**src/rtl/bsl_pkg.sv**
```systemverilog
package bsl_pkg;
   localparam int STRAP_W = 2;

   typedef enum logic [STRAP_W-1:0] {
      LOC_LPC   = 2'b00,
      LOC_RSVD  = 2'b01,
      LOC_FLASH = 2'b10,
      LOC_FWH   = 2'b11
   } boot_loc_e;

   // register field positions (software-visible layout)
   localparam int F_PGSEL    = 0;
   localparam int F_RSV_LO   = 1;
   localparam int F_RSV_HI   = 7;
   localparam int F_STRAP_LO = 8;
   localparam int F_LOC_LO   = 10;
   localparam int F_USED_W   = 12;
   localparam int RSV_W      = F_RSV_HI - F_RSV_LO + 1;

   typedef struct packed {
      logic                  fwh;
      logic                  flash;
      logic                  lpc_rom;
   } boot_cs_t;
endpackage

```
**src/rtl/bsl_strap_sync.sv**
```systemverilog
module bsl_strap_sync #(
   parameter int WIDTH  = 2,
   parameter int STAGES = 2
) (
   input  logic             clk,
   input  logic [WIDTH-1:0] din,
   output logic [WIDTH-1:0] dout
);
   logic [WIDTH-1:0] chain [STAGES];

   generate
      for (genvar s = 0; s < STAGES; s++) begin : g_stage
         if (s == 0) begin : g_first
            always_ff @(posedge clk) chain[s] <= din;
         end else begin : g_next
            always_ff @(posedge clk) chain[s] <= chain[s-1];
         end
      end
   endgenerate

   assign dout = chain[STAGES-1];
endmodule

```
**src/rtl/bsl_strap_pad.sv**
```systemverilog
module bsl_strap_pad #(
   parameter int WIDTH = 2
) (
   input  logic             rst_n,
   input  logic [WIDTH-1:0] func_oe,
   output logic [WIDTH-1:0] pad_oe,
   output logic [WIDTH-1:0] pad_pu
);
   generate
      for (genvar p = 0; p < WIDTH; p++) begin : g_pin
         assign pad_oe[p] = rst_n & func_oe[p];
         assign pad_pu[p] = ~rst_n;
      end
   endgenerate
endmodule

```
**src/rtl/bsl_cfg_reg.sv**
```systemverilog
module bsl_cfg_reg
   import bsl_pkg::*;
#(
   parameter int DATA_W = 32
) (
   input  logic                clk,
   input  logic                rst_n,
   input  logic [STRAP_W-1:0]  strap_sync,
   input  logic                wr,
   input  logic [DATA_W-1:0]   wdata,
   output logic [DATA_W-1:0]   rdata,
   output boot_loc_e           loc,
   output logic                pgsel
);
   logic [STRAP_W-1:0] strap_q;
   logic [RSV_W-1:0]   rsv_q;
   boot_loc_e          loc_q;
   logic               pg_q;
   logic               unused_wbits;

   assign unused_wbits = ^{wdata[DATA_W-1:F_USED_W], wdata[F_STRAP_LO +: STRAP_W]};

   always_ff @(posedge clk) begin
      if (!rst_n) begin
         strap_q <= strap_sync;
         loc_q   <= boot_loc_e'(strap_sync);
         rsv_q   <= '0;
         pg_q    <= (strap_sync == LOC_FLASH);
      end else if (wr) begin
         loc_q   <= boot_loc_e'(wdata[F_LOC_LO +: STRAP_W]);
         rsv_q   <= wdata[F_RSV_HI:F_RSV_LO];
         pg_q    <= wdata[F_PGSEL];
      end
   end

   always_comb begin
      rdata                         = '0;
      rdata[F_LOC_LO +: STRAP_W]    = loc_q;
      rdata[F_STRAP_LO +: STRAP_W]  = strap_q;
      rdata[F_RSV_HI:F_RSV_LO]      = rsv_q;
      rdata[F_PGSEL]                = pg_q;
   end

   assign loc   = loc_q;
   assign pgsel = pg_q;
endmodule

```
**src/rtl/bsl_window_dec.sv**
```systemverilog
module bsl_window_dec
   import bsl_pkg::*;
#(
   parameter int                ADDR_W   = 32,
   parameter logic [ADDR_W-1:0] WIN_BASE = 32'hF00F_0000,
   parameter int                WIN_LOG2 = 14
) (
   input  logic              clk,
   input  logic              rst_n,
   input  logic [ADDR_W-1:0] addr,
   input  logic              vld,
   input  boot_loc_e         loc,
   output boot_cs_t          cs,
   output logic              err
);
   localparam logic [ADDR_W-1:0] WIN_MASK =
      ~((ADDR_W'(1) << WIN_LOG2) - ADDR_W'(1));

   logic in_win;
   logic hit;
   logic err_q;

   generate
      if (WIN_LOG2 == 0) begin : g_exact
         assign in_win = (addr == WIN_BASE);
      end else begin : g_masked
         assign in_win = ((addr & WIN_MASK) == WIN_BASE);
      end
   endgenerate

   assign hit = vld & in_win;

   always_comb begin
      cs = '0;
      if (hit) begin
         unique case (loc)
            LOC_LPC:   cs.lpc_rom = 1'b1;
            LOC_FLASH: cs.flash   = 1'b1;
            LOC_FWH:   cs.fwh     = 1'b1;
            default:   cs         = '0;
         endcase
      end
   end

   always_ff @(posedge clk) begin
      if (!rst_n)                       err_q <= 1'b0;
      else if (hit && loc == LOC_RSVD)  err_q <= 1'b1;
   end

   assign err = err_q;
endmodule

```
**src/rtl/bootstrap_cfg.sv**
```systemverilog
module bootstrap_cfg
   import bsl_pkg::*;
#(
   parameter int                DATA_W      = 32,
   parameter int                ADDR_W      = 32,
   parameter int                SYNC_STAGES = 2,
   parameter logic [ADDR_W-1:0] WIN_BASE    = 32'hF00F_0000,
   parameter int                WIN_LOG2    = 14
) (
   input  logic              clk,
   input  logic              rst_n,
   input  logic [1:0]        strap_pad_i,
   input  logic [1:0]        func_oe_i,
   output logic [1:0]        pad_oe_o,
   output logic [1:0]        pad_pu_o,
   input  logic              reg_wr_i,
   input  logic [DATA_W-1:0] reg_wdata_i,
   output logic [DATA_W-1:0] reg_rdata_o,
   output logic              pin_grp_flash_o,
   input  logic [ADDR_W-1:0] bus_addr_i,
   input  logic              bus_vld_i,
   output logic              cs_lpc_rom_o,
   output logic              cs_flash_o,
   output logic              cs_fwh_o,
   output logic              boot_err_o
);
   localparam logic [ADDR_W-1:0] WIN_LOW_BITS =
      (ADDR_W'(1) << WIN_LOG2) - ADDR_W'(1);

   generate
      if (SYNC_STAGES < 2) begin : g_bad_sync
         $error("bootstrap_cfg: SYNC_STAGES must be at least 2");
      end
      if (DATA_W < F_USED_W) begin : g_bad_dw
         $error("bootstrap_cfg: DATA_W too narrow for register fields");
      end
      if (WIN_LOG2 >= ADDR_W) begin : g_bad_win
         $error("bootstrap_cfg: WIN_LOG2 must be below ADDR_W");
      end
      if ((WIN_BASE & WIN_LOW_BITS) != '0) begin : g_bad_base
         $error("bootstrap_cfg: WIN_BASE not aligned to window size");
      end
   endgenerate

   logic [STRAP_W-1:0] strap_sync;
   boot_loc_e          loc;
   logic               pgsel;
   boot_cs_t           cs;

   bsl_strap_pad #(.WIDTH(STRAP_W)) u_pad (
      .rst_n   (rst_n),
      .func_oe (func_oe_i),
      .pad_oe  (pad_oe_o),
      .pad_pu  (pad_pu_o)
   );

   bsl_strap_sync #(.WIDTH(STRAP_W), .STAGES(SYNC_STAGES)) u_sync (
      .clk  (clk),
      .din  (strap_pad_i),
      .dout (strap_sync)
   );

   bsl_cfg_reg #(.DATA_W(DATA_W)) u_reg (
      .clk        (clk),
      .rst_n      (rst_n),
      .strap_sync (strap_sync),
      .wr         (reg_wr_i),
      .wdata      (reg_wdata_i),
      .rdata      (reg_rdata_o),
      .loc        (loc),
      .pgsel      (pgsel)
   );

   bsl_window_dec #(.ADDR_W(ADDR_W), .WIN_BASE(WIN_BASE), .WIN_LOG2(WIN_LOG2)) u_dec (
      .clk   (clk),
      .rst_n (rst_n),
      .addr  (bus_addr_i),
      .vld   (bus_vld_i),
      .loc   (loc),
      .cs    (cs),
      .err   (boot_err_o)
   );

   assign pin_grp_flash_o = pgsel;
   assign cs_lpc_rom_o    = cs.lpc_rom;
   assign cs_flash_o      = cs.flash;
   assign cs_fwh_o        = cs.fwh;
endmodule

```
**config.mk**
```make
export PLATFORM = sky130hd
export DESIGN_NAME = bootstrap_cfg
export DESIGN_NICKNAME = d
export VERILOG_FILES = /design/src/rtl/bsl_pkg.sv /design/src/rtl/bsl_strap_sync.sv /design/src/rtl/bsl_strap_pad.sv /design/src/rtl/bsl_cfg_reg.sv /design/src/rtl/bsl_window_dec.sv /design/src/rtl/bootstrap_cfg.sv
export SDC_FILE = /design/constraint.sdc
export NUM_CORES = 1
export LEC_CHECK = 0
export ABC_AREA = 1
export BUFFER_PORTS_ARGS = -buffer_cell sky130_fd_sc_hd__buf_2
export CAP_MARGIN = 10
export CELL_PAD_IN_SITES_DETAIL_PLACEMENT = 0
export CELL_PAD_IN_SITES_GLOBAL_PLACEMENT = 1
export CORE_UTILIZATION = 18
export CTS_BUF_LIST = sky130_fd_sc_hd__clkbuf_4 sky130_fd_sc_hd__clkbuf_8 sky130_fd_sc_hd__clkbuf_16
export DETAILED_ROUTE_END_ITERATION = 8
export GPL_TIMING_DRIVEN = 0
export PLACE_DENSITY = 0.9
export SLEW_MARGIN = 0
export SYNTH_ARGS = -nofsm -noshare
export SYNTH_HDL_FRONTEND = slang
export SYNTH_SLANG_ARGS = --single-unit
```
**constraint.sdc**
```tcl
create_clock -name clk -period 1 [get_ports clk]
set_input_delay 0.15 -clock clk [delete_from_list [all_inputs] [get_ports clk]]
set_output_delay 0.15 -clock clk [all_outputs]
set_load 0.05 [all_outputs]
```
==> results.rst <==
.. list-table::
   :header-rows: 1

   * - Metric
     - Value
   * - Initial core utilization
     - 18.9%
   * - Critical path capture point type
     - primary output
   * - Cell internal pwr
     - 1.26 mW
   * - Crit start category
     - register
   * - # IOs
     - 113
   * - Count of final hold-check violations
     - 0
   * - Pin count of the biggest net entering global routing
     - 11
   * - Part of the total power dissipated in sequential elements
     - 39.9%
   * - Switching portion of total power
     - 35.7%
   * - Via count
     - 852
   * - Count of different cell masters after synthesis
     - 14
   * - Vias in the first global route
     - 690
   * - Worst endpoint data arrival time
     - 1.16 ns
   * - Clock power frac
     - 25.9%
   * - Antenna Violating Nets Remaining
     - 0
   * - Post-route cell area
     - 0.00150 mm2
   * - Number of I/O port buffers
     - 56
   * - Beginning of the worst hold path
     - reg_wdata_i[2]
   * - Minimum setup slack in the final design
     - -0.305 ns
   * - Slowest library cell on the worst path
     - sky130_fd_sc_hd__edfxtp_1
   * - Clock tree from TritonCTS
     - done
   * - Clock network latency to the later pin of the worst-skew pair
     - 0.25 ns
   * - Areal power density over the cells
     - 1310 mW/mm2
   * - Time the final worst path needs with I/O delays and setup
     - 1.31 ns
   * - Number of iterations in the first detailed-routing pass
     - 4
   * - Die area
     - 0.00491 mm2
   * - Max incr delay on CP
     - 0.41 ns
   * - Post-synthesis sequential area ratio
     - 46.8%
   * - Path type of the worst setup path
     - reg2out
   * - Root buffer cell
     - sky130_fd_sc_hd__clkbuf_8
   * - Most frequent cells after synthesis
     - sky130_fd_sc_hd__nor2_1 (24), sky130_fd_sc_hd__buf_4 (22), sky130_fd_sc_hd__nand2_1 (18)
   * - Top cells by area, synth
     - sky130_fd_sc_hd__dfxtp_1 (29%), sky130_fd_sc_hd__buf_4 (20%), sky130_fd_sc_hd__edfxtp_1 (18%)
   * - Leakage
     - 0.797 nW
   * - Flops & latches, synth
     - 17
   * - Result of the run
     - finished, violations left
   * - Critical path data required time
     - 0.85 ns
   * - Average wire per standard cell
     - 7.86 um
   * - # rows
     - 24
   * - Final Routed Wirelength
     - 1.93 mm
   * - Clock skew
     - 0.00458 ns
   * - Post-place instance area
     - 0.00128 mm2
   * - Ordered list of cells on the worst path
     - inv_2 -> nand3_4 -> nor2_4 -> buf_6
   * - CTS clock-pin slew for the worst setup and hold paths
     - 0.07 ns
   * - Final Net Count
     - 266
   * - Inserted Diodes
     - 0
   * - Fraction of post-synthesis cell area in the top cell type by area
     - 28.8%
   * - Cell count after synthesis
     - 105
   * - RSZ-0062 raised after global routing
     - yes
   * - Clock sinks
     - 17
   * - Number of antenna violations at the first check in global routing
     - 0
   * - Die outline width
     - 70.1 um
   * - Final clock period utilization by the worst path
     - 131%
   * - Final-report max-slew violation count
     - 0
   * - Total congestion overflow after global routing
     - 0
   * - Share of async-settable or async-resettable flops after synthesis
     - 0%
   * - Type of the worst min-delay path
     - in2reg
   * - CTS H-tree depth
     - 1
   * - VDD IR-drop max
     - 575 uV
   * - Reg-to-reg startpoint
     - u_reg.loc[0]
   * - DP Wirelength
     - 1.52 mm
   * - Average instance area after synthesis
     - 7.95 um2
   * - Synthesis Warnings
     - 0
   * - Most common cell in the netlist
     - sky130_fd_sc_hd__nor2_1
   * - Number of flops mapped to enable cells by yosys
     - 5
   * - Post-route DRC violation count
     - 0
   * - Max-Cap Viols
     - 0
   * - Final setup TNS
     - -1.27 ns
   * - Top achievable clock speed
     - 766 MHz
   * - Share of cells above drive strength 1
     - 51.8%
   * - Worst-path maximum fanout
     - 3
   * - Post-synth top flop
     - sky130_fd_sc_hd__dfxtp_1
   * - Setup violations, final
     - 6
   * - Num CTS Buffers
     - 3
   * - Routability cong.
     - 0.724
   * - First DRT Iteration DRCs
     - 10
   * - Cell area after synthesis
     - 835 um2
   * - Core Footprint
     - 0.00441 mm2
   * - Switching power
     - 0.701 mW
   * - Part of the total power dissipated in combinational logic
     - 34.2%
   * - First-pass GRT wire length
     - 2.97 mm
   * - Total routing resource utilization after global routing
     - 7.68%
   * - Crit path launch
     - u_reg.loc[0]
   * - Final Power
     - 1.96 mW
   * - Height of the die
     - 70.1 um
   * - Via density per instance
     - 3.48
   * - Leading area contributor after synthesis
     - sky130_fd_sc_hd__dfxtp_1
   * - Violations in the final reports
     - negative setup slack
   * - Area grow syn2layout
     - 79.8%
   * - Maximum clock insertion buffer count
     - 2
[final timing paths]
path	endpoint	depth (start not counted)	slack, ns
worst max-delay path	cs_flash_o	4	-0.31
worst min-delay path	u_reg.rsv_q[1]	3	0.12
worst max register to register	u_dec.err	5	0.05
worst min register to register	u_sync.chain[0][3]	0	0.33
[power by group through the flow]
stage	combinational, mW	clock (mW)	sequential [mW]
after global placement	0.595	0	0.795
after CTS	0.647	0.536	0.782
after global routing	0.708	0.581	0.787
after floorplan	0.348	0	0.916
final	0.671	0.508	0.782
after detailed placement	0.600	0	0.795
[placed cells by master (no fill, tap or decap)]
master	n
sky130_fd_sc_hd__nor2_4	3
sky130_fd_sc_hd__nor3_4	1
sky130_fd_sc_hd__nor2_2	1
sky130_fd_sc_hd__inv_2	2
sky130_fd_sc_hd__buf_2	38
sky130_fd_sc_hd__nand3_4	1
sky130_fd_sc_hd__nor2_1	21
sky130_fd_sc_hd__inv_1	5
sky130_fd_sc_hd__clkbuf_4	4
sky130_fd_sc_hd__clkinv_2	1
sky130_fd_sc_hd__buf_4	34
sky130_fd_sc_hd__clkbuf_8	3
sky130_fd_sc_hd__buf_6	10
sky130_fd_sc_hd__dfxtp_1	12
sky130_fd_sc_hd__o21ai_0	8
sky130_fd_sc_hd__nand3_1	1
sky130_fd_sc_hd__edfxtp_1	5
sky130_fd_sc_hd__conb_1	20
sky130_fd_sc_hd__dlygate4sd3_1	2
sky130_fd_sc_hd__clkinvlp_4	1
sky130_fd_sc_hd__nand2_1	18
sky130_fd_sc_hd__nand3b_1	1
sky130_fd_sc_hd__a21oi_2	1
[cell families after synthesis]
kind of cell,count (synthesis),share of synthesized area (%)
buffers and inverters,31,24.0
DFF,17,46.8
other,1,0.449
and+or+nand+nor,47,22.9
AOI/OAI and AO/OA,9,5.85
[per-layer routing]
metal	track usage [%]	up-vias	routed length (um)
li1	-	457	-
met1	8.78	344	761
met2	13.2	49	955
met5	0	-	0
met3	2.16	2	199
met4	3.33	0	10
[stage by stage]
step	hold WS [ns]	setup slack, ns	instances	utilization (%)
finish	0.119	-0.305	245	34.0
global route	0.121	-0.378	245	34.0
CTS	0.108	-0.311	240	32.7
detailed placement	0.254	-0.338	232	29.1
global placement	0.255	-0.306	232	29.1
floorplan	0.178	-0.425	124	-
[flip-flops by register name (all words and copies together) (netlist names)]
register / cells
u_reg.rsv_q: 7
u_sync.chain: 4
u_reg.loc: 2
u_reg.strap_q: 2
u_dec.err: 1
u_reg.pgsel: 1
[area by class of cell]
class	instances	area (um2)
Buffer	23	180
Clock buffer	3	41.3
Clock inverter	1	5.00
Fill cell	469	2910
Inverter	8	33.8
Multi-Input combinational cell	76	357
Sequential cell	17	390
Tap cell	52	65.1
Timing Repair Buffer	65	428
[repair_timing]
action                     4_1_cts  5_1_grt
hold buffers                     2        0
setup buffers                    2        5
hold endpoints to repair         2        0
gates resized for setup         24        8
setup endpoints to repair       13       14
pin swaps                        1        1
[worst max-delay path, delay by kind of cell (launching register included)]
kind	cells	cell delay, ns
buffers and inverters	2	0.29
and+or+nand+nor	2	0.21
DFF	1	0.41
(Power assumes the default switching activity.)
